--- config.mk ---
export PLATFORM = sky130hd
export DESIGN_NAME = i2c_clkcfg_slave
export DESIGN_NICKNAME = d
export VERILOG_FILES = /design/src/rtl/i2c_clkcfg_pkg.sv /design/src/rtl/i2c_clkcfg_sync.sv /design/src/rtl/i2c_clkcfg_regs.sv /design/src/rtl/i2c_clkcfg_link.sv /design/src/rtl/i2c_clkcfg_slave.sv
export SDC_FILE = /design/constraint.sdc
export NUM_CORES = 1
export LEC_CHECK = 0
export ABC_AREA = 1
export BUFFER_PORTS_ARGS = -buffer_cell sky130_fd_sc_hd__buf_2
export CORE_MARGIN = 2
export CORE_UTILIZATION = 59
export DETAILED_ROUTE_END_ITERATION = 16
export PLACE_DENSITY_LB_ADDON = 0.1
export SYNTH_ARGS = -nofsm -noshare
export SYNTH_HDL_FRONTEND = slang
export SYNTH_HIERARCHICAL = 1
export SYNTH_SLANG_ARGS = --single-unit
export TNS_END_PERCENT = 50
--- constraint.sdc ---
create_clock -name clk_i -period 2.9 [get_ports clk_i]
set_clock_uncertainty 0.2 [all_clocks]
set_input_delay 0.145 -clock clk_i [delete_from_list [all_inputs] [get_ports clk_i]]
set_output_delay 0.145 -clock clk_i [all_outputs]
set_load 0.05 [all_outputs]
--- src/rtl/i2c_clkcfg_pkg.sv ---
package i2c_clkcfg_pkg;
  typedef enum logic [2:0] {
    LNK_IDLE,
    LNK_ADDR,
    LNK_CMD,
    LNK_CNT,
    LNK_WDATA,
    LNK_RDATA
  } lnk_state_e;

  localparam int unsigned BYTE_W  = 8;
  localparam int unsigned BITS_W  = 4;  // counts 0..9 within a byte frame
endpackage

--- src/rtl/i2c_clkcfg_sync.sv ---
module i2c_clkcfg_sync #(
  parameter int unsigned STAGES = 2
) (
  input  logic clk_i,
  input  logic rst_ni,
  input  logic scl_i,
  input  logic sda_i,
  output logic sda_o,
  output logic scl_rise_o,
  output logic scl_fall_o,
  output logic start_o,
  output logic stop_o
);
  logic [STAGES-1:0] scl_pipe, sda_pipe;
  logic scl_d, sda_d, scl_s, sda_s;

  always_ff @(posedge clk_i or negedge rst_ni) begin
    if (!rst_ni) begin
      scl_pipe <= '1;
      sda_pipe <= '1;
      scl_d    <= 1'b1;
      sda_d    <= 1'b1;
    end else begin
      scl_pipe <= {scl_pipe[STAGES-2:0], scl_i};
      sda_pipe <= {sda_pipe[STAGES-2:0], sda_i};
      scl_d    <= scl_s;
      sda_d    <= sda_s;
    end
  end

  assign scl_s      = scl_pipe[STAGES-1];
  assign sda_s      = sda_pipe[STAGES-1];
  assign sda_o      = sda_s;
  assign scl_rise_o = scl_s & ~scl_d;
  assign scl_fall_o = ~scl_s & scl_d;
  // SDA moving while SCL stays high marks a bus condition
  assign start_o    = scl_s & scl_d & sda_d & ~sda_s;
  assign stop_o     = scl_s & scl_d & ~sda_d & sda_s;
endmodule

--- src/rtl/i2c_clkcfg_regs.sv ---
module i2c_clkcfg_regs #(
  parameter int unsigned NUM_REGS = 6,
  parameter int unsigned IDX_W    = 3,
  parameter logic [NUM_REGS*8-1:0] RESET_VAL = '0
) (
  input  logic                  clk_i,
  input  logic                  rst_ni,
  input  logic                  wr_en_i,
  input  logic [IDX_W-1:0]      wr_idx_i,
  input  logic [7:0]            wr_data_i,
  input  logic [IDX_W-1:0]      rd_idx_i,
  output logic [7:0]            rd_data_o,
  output logic [NUM_REGS*8-1:0] cfg_o
);
  logic [7:0] regs_q [NUM_REGS];

  for (genvar g = 0; g < NUM_REGS; g++) begin : g_reg
    always_ff @(posedge clk_i or negedge rst_ni) begin
      if (!rst_ni)                                 regs_q[g] <= RESET_VAL[g*8 +: 8];
      else if (wr_en_i && wr_idx_i == IDX_W'(g))   regs_q[g] <= wr_data_i;
    end
    assign cfg_o[g*8 +: 8] = regs_q[g];
  end

  always_comb begin
    rd_data_o = 8'hFF;
    for (int i = 0; i < NUM_REGS; i++) begin
      if (rd_idx_i == IDX_W'(i)) rd_data_o = regs_q[i];
    end
  end
endmodule

--- src/rtl/i2c_clkcfg_link.sv ---
module i2c_clkcfg_link
  import i2c_clkcfg_pkg::*;
#(
  parameter int unsigned NUM_REGS = 6,
  parameter int unsigned IDX_W    = 3,
  parameter logic [6:0]  DEV_ADDR = 7'h69
) (
  input  logic             clk_i,
  input  logic             rst_ni,
  input  logic             sda_i,
  input  logic             scl_rise_i,
  input  logic             scl_fall_i,
  input  logic             start_i,
  input  logic             stop_i,
  output logic             wr_en_o,
  output logic [IDX_W-1:0] wr_idx_o,
  output logic [7:0]       wr_data_o,
  output logic [IDX_W-1:0] rd_idx_o,
  input  logic [7:0]       rd_data_i,
  output logic             sda_oe_o
);
  localparam int unsigned PW = $clog2(NUM_REGS + 2);
  localparam logic [PW-1:0] POS_LAST = PW'(NUM_REGS);
  localparam logic [PW-1:0] POS_SAT  = PW'(NUM_REGS + 1);

  lnk_state_e        state_q, nxt_q;
  logic [BITS_W-1:0] cnt_q;
  logic [7:0]        shift_q, tx_q, byte_in, tx_sel;
  logic [PW-1:0]     pos_q;   // write: next register; read: 0 = length byte
  logic              ack_q, oe_q, is_tx, byte_done;

  assign is_tx     = (state_q == LNK_RDATA);
  assign byte_in   = {shift_q[6:0], sda_i};
  assign byte_done = scl_rise_i && !is_tx && state_q != LNK_IDLE && cnt_q == BITS_W'(7);

  assign wr_en_o   = byte_done && state_q == LNK_WDATA && pos_q < POS_LAST;
  assign wr_idx_o  = IDX_W'(pos_q);
  assign wr_data_o = byte_in;
  assign rd_idx_o  = IDX_W'(pos_q - PW'(1));

  always_comb begin
    if (pos_q == '0)             tx_sel = 8'(NUM_REGS);
    else if (pos_q <= POS_LAST)  tx_sel = rd_data_i;
    else                         tx_sel = 8'hFF;
  end

  always_ff @(posedge clk_i or negedge rst_ni) begin
    if (!rst_ni) begin
      state_q <= LNK_IDLE;
      nxt_q   <= LNK_IDLE;
      cnt_q   <= '0;
      shift_q <= '0;
      tx_q    <= '0;
      pos_q   <= '0;
      ack_q   <= 1'b0;
      oe_q    <= 1'b0;
    end else if (start_i) begin
      state_q <= LNK_ADDR;
      cnt_q   <= '0;
      oe_q    <= 1'b0;
    end else if (stop_i) begin
      state_q <= LNK_IDLE;
      cnt_q   <= '0;
      oe_q    <= 1'b0;
    end else if (state_q != LNK_IDLE) begin
      if (scl_rise_i) begin
        if (cnt_q < BITS_W'(8)) begin
          cnt_q <= cnt_q + BITS_W'(1);
          if (!is_tx) shift_q <= byte_in;
        end else begin
          cnt_q <= BITS_W'(9);
          if (is_tx) begin
            // acknowledge clock of a read byte: high means master is done
            if (sda_i) nxt_q <= LNK_IDLE;
            else begin
              nxt_q <= LNK_RDATA;
              if (pos_q != POS_SAT) pos_q <= pos_q + PW'(1);
            end
          end
        end
        if (byte_done) begin
          unique case (state_q)
            LNK_ADDR: begin
              if (byte_in[7:1] == DEV_ADDR) begin
                ack_q <= 1'b1;
                nxt_q <= byte_in[0] ? LNK_RDATA : LNK_CMD;
                pos_q <= '0;
              end else begin
                ack_q <= 1'b0;
                nxt_q <= LNK_IDLE;
              end
            end
            LNK_CMD: begin
              ack_q <= 1'b1;
              nxt_q <= LNK_CNT;
            end
            LNK_CNT: begin
              ack_q <= 1'b1;
              nxt_q <= LNK_WDATA;
              pos_q <= '0;
            end
            LNK_WDATA: begin
              ack_q <= (pos_q < POS_LAST);
              nxt_q <= LNK_WDATA;
              if (pos_q < POS_LAST) pos_q <= pos_q + PW'(1);
            end
            default: ;
          endcase
        end
      end else if (scl_fall_i) begin
        if (cnt_q == BITS_W'(8)) begin
          oe_q <= is_tx ? 1'b0 : ack_q;
        end else if (cnt_q == BITS_W'(9)) begin
          cnt_q   <= '0;
          state_q <= nxt_q;
          if (nxt_q == LNK_RDATA) begin
            tx_q <= tx_sel;
            oe_q <= ~tx_sel[7];
          end else begin
            oe_q <= 1'b0;
          end
        end else if (is_tx && cnt_q != '0) begin
          tx_q <= {tx_q[6:0], 1'b1};
          oe_q <= ~tx_q[6];
        end
      end
    end
  end

  assign sda_oe_o = oe_q;
endmodule

--- src/rtl/i2c_clkcfg_slave.sv ---
module i2c_clkcfg_slave #(
  parameter int unsigned NUM_REGS    = 6,
  parameter logic [6:0]  DEV_ADDR    = 7'h69,
  parameter int unsigned SYNC_STAGES = 2,
  parameter logic [NUM_REGS*8-1:0] RESET_VAL = 48'hFFFF_F03E_0124
) (
  input  logic                  clk_i,
  input  logic                  rst_ni,
  input  logic                  scl_i,
  input  logic                  sda_i,
  output logic                  sda_oe_o,
  output logic [NUM_REGS*8-1:0] cfg_o
);
  localparam int unsigned IDX_W = (NUM_REGS > 1) ? $clog2(NUM_REGS) : 1;

  logic             sda_s, scl_rise, scl_fall, bus_start, bus_stop;
  logic             wr_en;
  logic [IDX_W-1:0] wr_idx, rd_idx;
  logic [7:0]       wr_data, rd_data;

  i2c_clkcfg_sync #(.STAGES(SYNC_STAGES)) u_sync (
    .clk_i      (clk_i),
    .rst_ni     (rst_ni),
    .scl_i      (scl_i),
    .sda_i      (sda_i),
    .sda_o      (sda_s),
    .scl_rise_o (scl_rise),
    .scl_fall_o (scl_fall),
    .start_o    (bus_start),
    .stop_o     (bus_stop)
  );

  i2c_clkcfg_link #(
    .NUM_REGS (NUM_REGS),
    .IDX_W    (IDX_W),
    .DEV_ADDR (DEV_ADDR)
  ) u_link (
    .clk_i      (clk_i),
    .rst_ni     (rst_ni),
    .sda_i      (sda_s),
    .scl_rise_i (scl_rise),
    .scl_fall_i (scl_fall),
    .start_i    (bus_start),
    .stop_i     (bus_stop),
    .wr_en_o    (wr_en),
    .wr_idx_o   (wr_idx),
    .wr_data_o  (wr_data),
    .rd_idx_o   (rd_idx),
    .rd_data_i  (rd_data),
    .sda_oe_o   (sda_oe_o)
  );

  i2c_clkcfg_regs #(
    .NUM_REGS  (NUM_REGS),
    .IDX_W     (IDX_W),
    .RESET_VAL (RESET_VAL)
  ) u_regs (
    .clk_i     (clk_i),
    .rst_ni    (rst_ni),
    .wr_en_i   (wr_en),
    .wr_idx_i  (wr_idx),
    .wr_data_i (wr_data),
    .rd_idx_i  (rd_idx),
    .rd_data_o (rd_data),
    .cfg_o     (cfg_o)
  );
endmodule

==> impl_metrics.json <==
{
  "reg2reg_slack_ps": 220,
  "hold_viol": 0,
  "num_rows": 32,
  "run_status": "complete, no violations",
  "coreArea_sq_mm": 0.007607,
  "cts_buffers": 9,
  "final_util": 0.6796,
  "dr.pass1.iters": 5,
  "die_x_microns": 91.90,
  "syn_inst": 582,
  "pin_count": 53,
  "track_usage": 0.2789,
  "dp_hpwl_microns": 8006,
  "tns_ps": 0,
  "hp-start": "u_sync/scl_pipe[0]",
  "first_global_vias": 3550,
  "wl_microns": 11480,
  "synth_ff_type": "dfrtp_1",
  "tritoncts_num_sinks": 83,
  "drive_gt1_frac": 0.2245,
  "cp_max_fo": 8,
  "via_count": 4137,
  "areaGrowthSynthToFinish_pct": 13.42,
  "ir_worst_vdd_uv": 209.6,
  "drt_iter0_drc": 359,
  "antenna_cells": 0,
  "clkTransAtPathRegs_ps": 80,
  "worst_pin_slew_ps": 1017,
  "max_cap_viol_count": 0,
  "synth_seq_cells": 83,
  "routedWlPerCell_microns": 15.34,
  "fin_crit_ps": 2683,
  "drc": 0,
  "synth_area_leader_cell": "dfrtp_1",
  "regArea_sq_mm": 0.002120,
  "gp_congestion": 0.9031,
  "r2r_cells": 16,
  "grt_antenna_before_repair": 0,
  "synthArstFlopShare": 1.000,
  "finalCritPeriodShare": 0.9252,
  "synth_top_cells_by_count": "154 x nand2_1, 66 x o21ai_0, 63 x inv_1, 62 x nor2_1, 49 x dfrtp_1",
  "seq_area_frac_synth": 0.4650,
  "relSlewSlack": 0.3219,
  "start_util": 0.5992,
  "finalSetupViolations": 0,
  "p_leak_nw": 2.532,
  "endpoint_kind": "flip-flop",
  "io_buffer_count": 52,
  "synth_edf_count": 0,
  "dieArea_sq_mm": 0.008445,
  "cp.required_ps": 2950,
  "cp-start-kind": "flip-flop",
  "path_class": "reg2reg",
  "synth_warnings": 6,
  "fillers": 676,
  "multi_input_comb_area_sq_mm": 0.002077,
  "synth.avg_cell_area_sq_um": 7.832,
  "ant_nets": 0,
  "min_to": "u_sync/scl_pipe[1]",
  "die_y_microns": 91.90,
  "cts-htree-levels": 3,
  "crit_arrival_ps": 2740,
  "slew_viol_final": 0,
  "grt_first_pass_wirelength_microns": 18090,
  "vias_per_cell": 5.531,
  "r2r-end": "u_link/sda_oe_o",
  "syn_nets": 595,
  "hold_class": "reg2reg",
  "gr-total-overflow": 0,
  "clockBufferDepth": 2,
  "clock-root-buffer": "clkbuf_8",
  "netlist_area_sq_mm": 0.004558,
  "synthTopCellsByArea": "dfrtp_1 27%, dfstp_2 20%, nand2_1 13%",
  "r2r-start": "u_link/wr_idx_o[0]",
  "yosysMostFrequentCell": "nand2_1",
  "grt_max_degree": 84,
  "fmax_ghz": 0.3727,
  "rsz0062_at_grt": "yes",
  "synth_cell_types": 38,
  "clock_latency_ps": 360,
  "min_delay_path_depth": 0,
  "tritoncts": "built",
  "synth_top_area_frac": 0.2690,
  "finalNetCount": 654,
  "p_per_area_mw_per_mm2": 459.0
}
[registers in the layout (all words and copies together) (netlist names)]
name and flops:
u_sync/scl_pipe 2, u_link/cnt_q 4, u_link/shift_q 7, u_regs/cfg_o 48
u_sync/scl_d 1, u_link/tx_q 7, u_link/state_q 3, u_sync/sda_pipe 2
u_link/nxt_q 3, u_link/sda_oe_o 1, u_sync/sda_d 1, u_link/wr_idx_o 3
u_link/ack_q 1
[kinds of logic after synthesis]
family,count (synthesis),share of synthesized area
AOI/OAI and AO/OA,102,0.1257
xor gates and xnor gates,1,0.001922
adders and majority gates,9,0.02471
buffers and inverters,88,0.08098
DFF,83,0.4650
and+or+nand+nor,299,0.3017
[timing repair]
item,in CTS,in global routing
resized for setup,0,1
endpoints found under the setup margin,0,6
hold buffers,3,0
buffers inserted,0,2
hold endpoints to repair,51,0
[power breakdown]
| part | switching (mW) | internal (mW) | leakage (nW) |
|---|---|---|---|
| Clock | 0.432 | 0.425 | 0.0957 |
| Sequential | 0.0312 | 1.19 | 1.03 |
| Combinational | 0.219 | 0.0777 | 1.40 |
[cells in the final DEF (no fill, tap or decap), types with 5 or more instances in the layout]
cell type and count:
buf_4 8, dfrtp_1 49, o31ai_1 6, inv_2 9
nor2_1 62, o21ai_1 5, ha_1 9, clkbuf_8 10
o21ai_0 66, nand3_1 42, inv_1 63, dfstp_2 34
nand2_1 154, buf_2 51, nand3b_1 16, a21oi_1 12
[worst max path at each step]
stage	startpoint	to	cells after the start
2_1_floorplan	u_link/wr_idx_o[1]	u_link/tx_q[6]	14
4_1_cts	u_link/wr_idx_o[0]	u_link/tx_q[3]	13
5_1_grt	u_link/wr_idx_o[0]	u_link/sda_oe_o	16
3_5_place_dp	u_link/wr_idx_o[0]	u_link/tx_q[3]	13
6_report	u_link/wr_idx_o[0]	u_link/sda_oe_o	16
3_3_place_gp	u_link/wr_idx_o[0]	u_link/tx_q[6]	13
[stage by stage]
step / std cells / total power, mW / worst slack (ps) / hold slack [ps] / area [sq um]
3_3_place_gp: 727 / 1.519 / 309.4 / 49.35 / 4901
6_report: 748 / 2.373 / 216.8 / 158.5 / 5170
2_1_floorplan: 582 / 1.413 / 415.4 / -350.6 / 4558
3_5_place_dp: 727 / 1.523 / 227.5 / 52.52 / 4901
5_1_grt: 748 / 2.476 / -23.41 / 162.9 / 5170
4_1_cts: 746 / 2.381 / 209.9 / 159.9 / 5135
[critical path, cell delays in order, from the launching register on]
cell,delay (ps)
dfrtp_1,460
inv_1,110
ha_1,300
inv_1,280
inv_2,70
nor2_2,180
nand2_1,220
nor2_1,140
nor2_1,60
nand2_1,90
nand2_1,60
nand2_1,60
o21ai_0,90
nand3_1,110
nand2_1,50
nand3b_1,80
nand2_1,50
[final cells by class]
type	instances	share of cell area
clock buffers	11	0.02735
clock inverters	5	0.01210
inverters	73	0.05348
multi-input cells	411	0.4017
flip-flops and latches	83	0.4100
well taps	102	0.02469
repair buffers	63	0.07067
[routing by layer]
metal	wire, microns	up-vias	GRT usage
li1	-	1985	-
met3	684	19	0.03862
met4	167	0	0.08333
met2	5202	151	0.4087
met5	0	-	0
met1	5423	1982	0.4323
No activity file was read; power rests on OpenSTA's default activity.
